[src/rtl/tx_retry_ctrl.sv]
module tx_retry_ctrl #(
  parameter int MAX_ATTEMPTS = 16,
  parameter int BACKOFF_W    = 8
) (
  input  logic                 clk,
  input  logic                 rst_n,
  input  logic                 stop_i,
  input  logic                 suspend_i,
  input  logic                 cfg_wr_i,
  input  logic [3:0]           cfg_wdata_i,
  input  logic                 frame_start_i,
  input  logic                 frame_add_fcs_i,
  input  logic [BACKOFF_W-1:0] backoff_len_i,
  input  logic                 coll_i,
  input  logic                 xmit_end_i,
  output logic                 attempt_o,
  output logic                 busy_o,
  output logic                 tx_done_o,
  output logic                 retry_err_o,
  output logic                 append_fcs_o,
  output logic [$clog2(MAX_ATTEMPTS+1)-1:0] attempt_cnt_o,
  output logic [3:0]           mode_o
);
  localparam int CNT_W = $clog2(MAX_ATTEMPTS+1);
  localparam logic [CNT_W-1:0] LIMIT_FULL = CNT_W'(MAX_ATTEMPTS);
  localparam logic [CNT_W-1:0] LIMIT_ONE  = CNT_W'(1);

  typedef enum logic [1:0] {S_IDLE, S_TRY, S_WAIT} state_t;

  state_t               state;
  logic [CNT_W-1:0]     tries;
  logic [BACKOFF_W-1:0] wait_cnt;
  logic                 single_shot, inject, fcs_off, lpbk;
  logic                 hit, last_try;
  logic [CNT_W-1:0]     limit;

  assign limit    = single_shot ? LIMIT_ONE : LIMIT_FULL;
  assign hit      = coll_i | (inject & lpbk);
  assign last_try = (tries >= limit);

  always_ff @(posedge clk) begin
    if (!rst_n) begin
      single_shot <= 1'b0;
      inject      <= 1'b0;
      fcs_off     <= 1'b0;
      lpbk        <= 1'b0;
    end else if (cfg_wr_i) begin
      if (stop_i || suspend_i) begin
        single_shot <= cfg_wdata_i[0];
        inject      <= cfg_wdata_i[1];
        fcs_off     <= cfg_wdata_i[2];
      end
      if (stop_i) lpbk <= cfg_wdata_i[3];
    end
  end

  always_ff @(posedge clk) begin
    if (!rst_n) begin
      state        <= S_IDLE;
      tries        <= '0;
      wait_cnt     <= '0;
      tx_done_o    <= 1'b0;
      retry_err_o  <= 1'b0;
      append_fcs_o <= 1'b0;
    end else begin
      tx_done_o <= 1'b0;
      case (state)
        S_IDLE: if (frame_start_i) begin
          state        <= S_TRY;
          tries        <= CNT_W'(1);
          retry_err_o  <= 1'b0;
          append_fcs_o <= ~fcs_off | frame_add_fcs_i;
        end
        S_TRY: begin
          if (hit) begin
            if (last_try) begin
              state       <= S_IDLE;
              retry_err_o <= 1'b1;
            end else begin
              state    <= S_WAIT;
              wait_cnt <= backoff_len_i;
            end
          end else if (xmit_end_i) begin
            state     <= S_IDLE;
            tx_done_o <= 1'b1;
          end
        end
        S_WAIT: begin
          if (wait_cnt == '0) begin
            state <= S_TRY;
            tries <= tries + CNT_W'(1);
          end else begin
            wait_cnt <= wait_cnt - BACKOFF_W'(1);
          end
        end
        default: state <= S_IDLE;
      endcase
    end
  end

  assign attempt_o     = (state == S_TRY);
  assign busy_o        = (state != S_IDLE);
  assign attempt_cnt_o = tries;
  assign mode_o        = {lpbk, fcs_off, inject, single_shot};
endmodule


[config.mk]
export PLATFORM = sky130hd
export DESIGN_NAME = tx_retry_ctrl
export DESIGN_NICKNAME = d
export VERILOG_FILES = /design/src/rtl/tx_retry_ctrl.sv
export SDC_FILE = /design/constraint.sdc
export NUM_CORES = 1
export LEC_CHECK = 0
export ABC_AREA = 0
export CAP_MARGIN = 20
export CELL_PAD_IN_SITES_DETAIL_PLACEMENT = 1
export CELL_PAD_IN_SITES_GLOBAL_PLACEMENT = 2
export CORE_MARGIN = 2
export CORE_UTILIZATION = 36
export CTS_BUF_LIST = sky130_fd_sc_hd__clkbuf_8
export DETAILED_ROUTE_END_ITERATION = 8
export DONT_BUFFER_PORTS = 1
export PLACE_DENSITY = 0.81
export REMOVE_ABC_BUFFERS = 1
export SYNTH_ARGS = -nofsm -noshare
export SYNTH_HDL_FRONTEND = slang
export SYNTH_SLANG_ARGS = --single-unit
[constraint.sdc]
create_clock -name clk -period 2.78 [get_ports clk]
set_clock_uncertainty 0.1 [all_clocks]
set_input_delay 0.139 -clock clk [delete_from_list [all_inputs] [get_ports clk]]
set_output_delay 0.139 -clock clk [all_outputs]
set_load 0.02 [all_outputs]
==> results of run 1 <==
sequential cells by signal (all words and copies together), names as in the netlist:
signal,count
fcs_off,1
single_shot,1
tx_done_o,1
wait_cnt,8
inject,1
append_fcs_o,1
lpbk,1
retry_err_o,1
attempt_cnt_o,5
state,2
layer usage:
layer	part of all wire	vias up
met5	0	-
met4	0.0085	0
met3	0.047	4
met2	0.50	32
met1	0.44	520
li1	-	534
logic make-up after synthesis:
group	share of synthesized area
and+or+nand+nor	0.256
AOI/OAI and AO/OA	0.220
DFF	0.361
buffers and inverters	0.0656
adders and majority gates	0.0512
xor gates and xnor gates	0.0215
muxes	0.0246
cell usage after synthesis (4+ instances only):
| master | number |
|---|---|
| a21oi_1 | 6 |
| buf_4 | 4 |
| clkbuf_1 | 5 |
| dfxtp_1 | 22 |
| ha_1 | 5 |
| inv_1 | 7 |
| nand2_1 | 23 |
| nor2_1 | 13 |
| nor2b_1 | 6 |
| o211ai_1 | 4 |
| o21ai_0 | 10 |
cell type report:
cell class | count | area (sq um) | area share
Timing Repair Buffer | 12 | 115 | 0.0825
Tap cell | 46 | 57.6 | 0.0413
Inverter | 7 | 26.3 | 0.0188
Sequential cell | 22 | 440 | 0.316
Multi-Input combinational cell | 111 | 701 | 0.502
Clock buffer | 4 | 55.1 | 0.0395
power groups by stage:
| stage | clock [mW] | sequential (mW) | combinational (mW) |
|---|---|---|---|
| detailed placement | 0 | 0.359 | 0.112 |
| finish | 0.230 | 0.352 | 0.127 |
| CTS | 0.240 | 0.352 | 0.129 |
| global placement | 0 | 0.358 | 0.108 |
| floorplan | 0 | 0.358 | 0.0829 |
| global route | 0.256 | 0.355 | 0.143 |
final timing paths:
kind	start	endpoint	slack, ps	cells after the start
max	single_shot$_SDFFE_PN0P_	wait_cnt[1]$_SDFFE_PN0P_	290	6
min	frame_add_fcs_i	append_fcs_o$_SDFFE_PN0P_	20	2
max reg2reg	single_shot$_SDFFE_PN0P_	wait_cnt[1]$_SDFFE_PN0P_	290	6
min reg2reg	wait_cnt[1]$_SDFFE_PN0P_	wait_cnt[1]$_SDFFE_PN0P_	400	2
through the flow:
step / power [mW] / instance area (sq um) / util / worst slack (ps)
2_1_floorplan: 0.441 / 1170 / - / 417
3_3_place_gp: 0.466 / 1240 / 0.378 / 404
3_5_place_dp: 0.471 / 1240 / 0.378 / 282
4_1_cts: 0.720 / 1400 / 0.425 / 245
5_1_grt: 0.755 / 1400 / 0.425 / 177
6_report: 0.709 / 1400 / 0.425 / 290
repair_timing:
item | in CTS | in global routing
endpoints found under the hold margin | 18 | 0
setup buffers | 0 | 0
hold buffers | 10 | 0
==> qor.csv, run 1 <==
stage,metric,value,unit
yosys,register area share after synthesis,0.361,
global_route,grt met3 use,0.0489,
power,internal power,0.508,mW
finish,layout cells sized above 1,0.0705,
timing,Worst Max-Slew Pin Slew,820,ps
finish,Ant. Diodes,0,
power,Lkg Pwr,0.566,nW
finish,Synth-to-Final Area Change,14.2,%
power,Clock Power Share,0.325,
timing,worst hold slack,22.5,ps
setup_path,critical path startpoint category,flop,
yosys,cells after synthesis,150,
setup_path,Critical Path End Type,flop,
power,Psw,0.201,mW
yosys,"top cells by area, synth","dfxtp_1 36%, nand2_1 7.1%, ha_1 5.1%, o21ai_0 4.1%, nor2_1 4.0%",
clock_network,clock buffer depth,2,
placement,Post-Place Cells,188,
power,Gate power share,0.179,
job,total of max-cap violations,0,
finish,nets,183,
route,ANT nets after route,0,
yosys,mean area per synthesized cell,8.14,sq um
finish,fin cells,202,
floorplanning,Die X,62.2,microns
timing,fin. max-slew vios,0,
yosys,Synth top area share,0.361,
clock_network,"CTS clk-pin slew, worst paths",80,ps
placement,post-DP HPWL,2230,microns
global_route,met1 Usage GRT,0.201,
setup_path,crit-path max FO,17,
yosys,Syn Std Cell Area,1220,sq um
global_route,initial antenna violation count,0,
setup_path,crit path kind,reg -> reg,
global_route,vias in the first global route,1165,
yosys,synth warn,0,
finish,"commonest non-fill, non-tap cell in the layout",nand2_1,
yosys,"FFs w/ async S/R, synth",0,
finish,fillers,398,
clock_network,cts repair resizes,0,
timing,Final min period,2490,ps
global_route,largest net degree at the start of global routing,25,
timing,endpoints failing setup,0,
setup_path,CP top delay family,compound AO/OA/AOI/OAI gates,
outcome,status,completed,
clock_network,TritonCTS clock tree,yes,
floorplanning,row cnt,21,
route,Routed wire per std cell,15.6,microns
floorplanning,Ports,35,
route,drt drc,0,
route,DRC violation total after the first TritonRoute iteration,24,
route,vias post-DR,1090,
setup_path,Crit path required time,2880,ps
setup_path,Critical path buffers and inverters,0,
yosys,post-synth top area cell,dfxtp_1,
yosys,Synth cell types,40,
clock_network,Clock Sinks,22,
floorplanning,Die H,62.2,microns
yosys,Synth Register Bits,22,
power,pwr dens,508,nW/um^2
power,maximum VDD drop,0.252,mV
global_route,met2 global-route usage,0.311,
yosys,ys flop type,dfxtp_1,
timing,RSZ-0062 raised after global routing,no,
finish,most frequent cells in the layout,"23 x nand2_1, 22 x dfxtp_1, 13 x nor2_1, 10 x o21ai_0, 10 x dlygate4sd3_1",
yosys,Post-synth EDFFs,0,
timing,Final Hold Vio Count,0,
floorplanning,Core ar.,3280,sq um
global_route,Top Usage Layer GRT,met2,
clock_network,CTS root buf,clkbuf_8,
timing,Tcrit/Tclk final,0.896,
route,WL final,3160,microns
setup_path,crit path cell chain,"ha_1, or4b_1, o32ai_2, a22oi_2, a211o_1, a21boi_2",
timing,Fmax,0.402,GHz
placement,gp weighted congestion,0.766,
timing,Rel. slew slack,0.452,
setup_path,Worst Path Arrival,2590,ps
clock_network,H-Tree Depth,1,
floorplanning,die area,3870,sq um
power,sequential share of power,0.496,
route,drt via density,5.40,
timing,setup_tns,0,ps
global_route,first-pass GRT wire length,5370,microns
clock_network,Clock Latency Late Sink,260,ps
setup_path,CP max stage delay,510,ps
route,DR pass1 iterations,4,
clock_network,TritonCTS buffer count,3,
global_route,gr ovfl total,0,
global_route,GRT Util Overall,0.173,
floorplanning,Starting Density,0.372,
power,switching portion of total power,0.284,
setup_path,crit path max-delay cell type,dfxtp_1,
worst_hold_path,worst hold-check path type,in -> reg,
placement,IO buf count,0,
Note: power is estimated with default switching activity, not from simulation.
==> run 2, diff against run 1 <==
- ABC_AREA: 0 -> 1
- CORE_UTILIZATION: 36 -> 37
- PLACE_DENSITY: 0.81 -> 0.88
- clock period: 2.78 -> 2.9 ns (I/O delays scaled with it)
==> run 2 against run 1 <==
  * Sequential share of layout area down 0.45 points
  * Largest cell class unchanged
  * Synthesized cell count up 24%
  * Critical endpoint is now wait_cnt[4]$_SDFFE_PN0P_
  * Count of clock-buffer cells in the layout down 1
  * Hold slack worse by 6.7 ps
==> qor.csv, run 2 <==
stage,metric,value,unit
setup_path,worst reg2reg endpoint,wait_cnt[4]$_SDFFE_PN0P_,
clock_network,Clock Sinks,22,
yosys,"FFs w/ async S/R, synth",0,
worst_hold_path,worst hold-check path type,in -> reg,
yosys,Syn Std Cell Area,1240,sq um
global_route,grt met3 use,0.0352,
floorplanning,die area,3830,sq um
timing,Fmax,0.489,GHz
finish,Ant. Diodes,0,
route,ANT nets after route,0,
route,vias post-DR,1203,
timing,Worst Max-Slew Pin Slew,532,ps
finish,nets,220,
finish,most frequent cells in the layout,"35 x nand2_1, 34 x nor2_1, 22 x dfxtp_1, 19 x inv_1, 18 x nand3_1",
route,drt via density,5.03,
global_route,initial antenna violation count,0,
floorplanning,Ports,35,
route,WL final,3460,microns
finish,Largest register FFs,8,
clock_network,clock buffer depth,2,
clock_network,Clock Latency Late Sink,260,ps
yosys,synth warn,0,
setup_path,crit path kind,reg -> reg,
finish,layout cells sized above 1,0.0829,
setup_path,worst setup path end,wait_cnt[4]$_SDFFE_PN0P_,
global_route,largest net degree at the start of global routing,15,
placement,gp weighted congestion,0.787,
finish,most flop-heavy register,wait_cnt,
global_route,gr ovfl total,0,
placement,dpl ws,846,ps
route,Routed wire per std cell,14.5,microns
yosys,cells after synthesis,186,
yosys,"top cells by area, synth","dfxtp_1 36%, nand2_1 11%, nor2_1 10%, nand3_1 7.3%, inv_1 5.8%",
timing,endpoints failing setup,0,
placement,IO buf count,0,
timing,fin. max-slew vios,0,
yosys,ys flop type,dfxtp_1,
setup_path,Worst Path Arrival,2110,ps
yosys,register area share after synthesis,0.355,
timing,Final Hold Vio Count,0,
clock_network,TritonCTS clock tree,yes,
timing,setup_tns,0,ps
clock_network,"CTS clk-pin slew, worst paths",80,ps
route,DRC violation total after the first TritonRoute iteration,53,
timing,Final Worst Setup Slack,854,ps
global_route,GRT Util Overall,0.205,
setup_path,Critical Path Source,attempt_cnt_o[0]$_SDFFE_PN0P_,
route,drt drc,0,
timing,RSZ-0062 raised after global routing,no,
placement,Post-Place Cells,225,
floorplanning,Die X,61.9,microns
clock_network,TritonCTS buffer count,3,
global_route,met2 global-route usage,0.385,
power,Lkg Pwr,0.629,nW
yosys,mean area per synthesized cell,6.67,sq um
yosys,most common cell in the netlist,nand2_1,
floorplanning,Die H,61.9,microns
floorplanning,Core ar.,3280,sq um
global_route,Top Usage Layer GRT,met2,
setup_path,critical path startpoint category,flop,
yosys,Post-synth EDFFs,0,
job,total of max-cap violations,0,
timing,Tcrit/Tclk final,0.705,
setup_path,reg2reg setup slack,850,ps
yosys,Synth cell types,22,
global_route,vias in the first global route,1274,
setup_path,R2R cell count,10,
yosys,Post-synth top cells,"35 x nand2_1, 34 x nor2_1, 22 x dfxtp_1",
yosys,post-synth top area cell,dfxtp_1,
power,maximum VDD drop,0.257,mV
yosys,Synth Register Bits,22,
global_route,met1 Usage GRT,0.223,
floorplanning,Starting Density,0.378,
setup_path,Crit path required time,2960,ps
setup_path,Critical Path End Type,flop,
finish,"commonest non-fill, non-tap cell in the layout",nand2_1,
clock_network,CTS root buf,clkbuf_8,
clock_network,H-Tree Depth,1,
yosys,Synth top area share,0.355,
outcome,status,completed,
placement,post-DP HPWL,2550,microns
timing,Final min period,2050,ps
timing,Rel. slew slack,0.645,
setup_path,reg2reg start,attempt_cnt_o[0]$_SDFFE_PN0P_,
power,pwr dens,569,nW/um^2
clock_network,post-CTS setup buffers,0,
global_route,first-pass GRT wire length,5640,microns
floorplanning,row cnt,21,
route,DR pass1 iterations,4,
finish,Synth-to-Final Area Change,14.1,%
setup_path,crit-path max FO,11,
finish,fin cells,239,
## run 2: cell types whose count changed in the layout (fill, tap and decap cells not counted), moves of 3 or more
cell	delta
nor2_1	+21
nand3_1	+15
inv_1	+12
nand2_1	+12
nor2b_1	-6
o21ai_1	+6
a21oi_1	+5
nand2_2	+5
o211ai_1	-4
inv_2	+3
mux2i_1	-3
nand2b_1	-3
xnor2_1	-3
## run 2: metal layers
layer	share of wire	wire length (microns)	up-vias
li1	-	-	604
met1	0.40	1390	565
met2	0.54	1850	28
met3	0.042	145	6
met4	0.020	70	0
met5	0	0	-
## run 2: worst max-delay path, cell delays in order (launching register included)
cell and delay (ps):
dfxtp_1 480, inv_1 130, ha_1 300, nor2_1 90, nand3_1 80, nand2_1 80
nand3_1 110, nand2_2 220, inv_1 160, nor2_1 140, nor2_1 60
## run 2: timing repair
| item | CTS | global route |
|---|---|---|
| hold buffers | 10 | 0 |
| endpoints found under the hold margin | 15 | 0 |
| gates resized for setup | 0 | 0 |
## run 2: final cells by class
cell class                 instances  area [sq um]
timing repair buffer              10           100
clock buffer                       3          41.3
inverter                          22          82.6
clock inverter                     1          30.0
tap                               46          57.6
fill                             440          1870
multi-input combinational        135           663
sequential                        22           440
## run 2: worst min path at each step
stage / to / slack [ps] / startpoint / depth (start not counted)
2_1_floorplan: tx_done_o$_SDFF_PP0_ / 160 / xmit_end_i / 2
3_3_place_gp: wait_cnt[3]$_SDFFE_PN0P_ / 180 / rst_n / 2
3_5_place_dp: wait_cnt[7]$_SDFFE_PN0P_ / 180 / rst_n / 2
4_1_cts: wait_cnt[6]$_SDFFE_PN0P_ / 10 / backoff_len_i[6] / 4
5_1_grt: wait_cnt[6]$_SDFFE_PN0P_ / 50 / backoff_len_i[6] / 4
6_report: wait_cnt[6]$_SDFFE_PN0P_ / 20 / backoff_len_i[6] / 4
## run 2: kinds of logic (layout without fill, tap and decap cells)
| kind of cell | Yosys count | count (layout) | synth area share |
|---|---|---|---|
| simple gates | 98 | 98 | 0.348 |
| buf+inv | 29 | 36 | 0.110 |
| xor+xnor | 1 | 1 | 0.00706 |
| fa+ha+maj | 5 | 5 | 0.0505 |
| flops | 22 | 22 | 0.355 |
| compound gates | 31 | 31 | 0.129 |
## run 2: through the flow
step	hold WS [ps]	total power [mW]	cell area (sq um)	utilization
CTS	12.9	0.819	1420	0.431
global route	53.7	0.858	1420	0.431
detailed placement	179	0.512	1240	0.379
floorplan	164	0.472	1190	-
finish	15.9	0.806	1420	0.431
global placement	175	0.502	1240	0.379
## run 2: where the power goes
part           internal [mW]  total, mW  switching [mW]
clock network          0.184      0.288           0.104
registers              0.322      0.353          0.0312
logic                 0.0572      0.164           0.107
==> run 3, diff against run 2 <==
- CORE_UTILIZATION: 37 -> 31
- PLACE_DENSITY: 0.88 -> 0.79
- clock period: 2.9 -> 1.7 ns (I/O delays scaled with it)
==> run 3 against run 2 <==
  * Critical path depth is the same
  * Largest power group unchanged
  * The flow now finishes with violations (hold timing)
  * Sequential power increased by 68%
  * Sequential cell count unchanged
  * Sequential share of layout area decreased by 3.8 points
  * Power up 79%
  * Worst setup slack worse by 780 ps
  * Fmax grew 26%
  * Die area is 18% higher
  * Global-route usage fell by 2.3 points
  * First-iteration DRC count shrank 36%
  * Routed wire length rose by 8.6%
  * Critical path type unchanged
==> qor.csv, run 3 (synthesized netlist as in run 2, its figures left out) <==
stage,metric,value,unit
route,DRC violation total after the first TritonRoute iteration,34,
floorplanning,Die X,67.2,microns
clock_network,H-Tree Depth,1,
power,pwr dens,882,nW/um^2
clock_network,CTS root buf,clkbuf_8,
route,ANT nets after route,0,
setup_path,critical path startpoint category,flop,
setup_path,Critical Path End Type,flop,
floorplanning,Core ar.,3740,sq um
timing,setup_tns,0,ps
worst_hold_path,worst hold-check path type,in -> reg,
floorplanning,Starting Density,0.331,
route,vias post-DR,1269,
global_route,initial antenna violation count,0,
floorplanning,Die H,67.2,microns
placement,Post-Place Cells,237,
timing,Rel. slew slack,0.678,
setup_path,Worst Path Arrival,1730,ps
placement,Area after DPL,1330,sq um
clock_network,"CTS clk-pin slew, worst paths",90,ps
finish,design area,1630,sq um
clock_network,TritonCTS buffer count,3,
finish,Largest register FFs,8,
global_route,gr ovfl total,0,
route,drt drc,0,
floorplanning,row cnt,22,
timing,Final min period,1620,ps
clock_network,TritonCTS clock tree,yes,
timing,fin. max-slew vios,0,
finish,Synth-to-Final Area Change,31.7,%
timing,worst hold slack,-168,ps
finish,most frequent cells in the layout,"34 x nand2_1, 33 x nor2_1, 18 x dfxtp_1, 17 x inv_1, 16 x nand3_1",
outcome,status,finished with violations,
global_route,largest net degree at the start of global routing,16,
finish,Ant. Diodes,0,
finish,most flop-heavy register,wait_cnt,
timing,Tcrit/Tclk final,0.953,
timing,endpoints failing setup,0,
finish,fillers,488,
setup_path,Crit path required time,1810,ps
route,WL final,3760,microns
power,maximum VDD drop,0.493,mV
floorplanning,Ports,35,
route,Routed wire per std cell,14.6,microns
global_route,vias in the first global route,1342,
floorplanning,die area,4520,sq um
placement,IO buf count,0,
finish,nets,237,
route,DR pass1 iterations,4,
placement,gp weighted congestion,0.702,
global_route,first-pass GRT wire length,6130,microns
outcome,failing checks,hold timing,
setup_path,crit-path max FO,5,
placement,dpl ws,30.4,ps
finish,layout cells sized above 1,0.186,
timing,Fmax,0.617,GHz
finish,fin cells,258,
clock_network,Clock Sinks,22,
placement,post-DP HPWL,2530,microns
global_route,GRT Util Overall,0.182,
timing,Worst Max-Slew Pin Slew,479,ps
clock_network,clock buffer depth,2,
clock_network,hold buffer count at CTS,15,
job,total of max-cap violations,0,
timing,Final Worst Setup Slack,79.3,ps
route,drt via density,4.92,
power,Lkg Pwr,0.716,nW
setup_path,crit path kind,reg -> reg,
timing,Final Hold Vio Count,10,
finish,"commonest non-fill, non-tap cell in the layout",nand2_1,
clock_network,Clock Latency Late Sink,270,ps
## run 3: final cells by class
class                      count  area (sq um)  share of cell area
tap                           48          60.1              0.0368
inverter                      22          82.6              0.0506
clock buffer                   3          41.3              0.0253
multi-input combinational    135           703               0.431
clock inverter                 1          30.0              0.0184
timing repair buffer          27           270               0.166
sequential                    22           445               0.273
## run 3: path summary, 6_finish.rpt
check / start / end / slack (ps) / depth (start not counted)
max: attempt_cnt_o[0]$_SDFFE_PN0P_ / wait_cnt[3]$_SDFFE_PN0P_ / 80 / 10
max reg2reg: attempt_cnt_o[0]$_SDFFE_PN0P_ / wait_cnt[3]$_SDFFE_PN0P_ / 80 / 10
min reg2reg: attempt_cnt_o[0]$_SDFFE_PN0P_ / attempt_cnt_o[0]$_SDFFE_PN0P_ / 430 / 2
min: rst_n / wait_cnt[7]$_SDFFE_PN0P_ / -170 / 2
## run 3: through the flow
stage	power, mW	utilization
3_3_place_gp	0.880	0.356
3_5_place_dp	0.890	0.356
5_1_grt	1.54	0.436
6_report	1.44	0.436
2_1_floorplan	0.805	-
4_1_cts	1.43	0.415
## run 3: per-layer routing
| layer | up-vias | wire length (microns) | global-route usage |
|---|---|---|---|
| li1 | 638 | - | - |
| met1 | 597 | 1580 | 0.201 |
| met2 | 27 | 1920 | 0.339 |
| met3 | 7 | 189 | 0.0367 |
| met4 | 0 | 73 | 0.0714 |
| met5 | - | 0 | 0 |
## run 3: what timing repair did
action / in CTS / in global routing
gates cloned: 0 / 1
gates resized for setup: 1 / 12
pin swaps: 0 / 5
buffers inserted: 0 / 1
setup endpoints to repair: 5 / 11
hold endpoints to repair: 17 / 9
## run 3: critical path, stage by stage (launching register included)
cell and delay, ps:
dfxtp_2 340, inv_2 60, ha_4 230, nor2_1 100
nand3_1 100, nand2_2 120, nand3_4 90, nand2_4 130
clkbuf_16 150, a21oi_1 50, nor2_1 90
## run 3: where the power goes
group / internal [mW] / switching (mW)
clock: 0.315 / 0.182
combinational: 0.146 / 0.204
sequential: 0.551 / 0.0413
total: 1.01 / 0.428
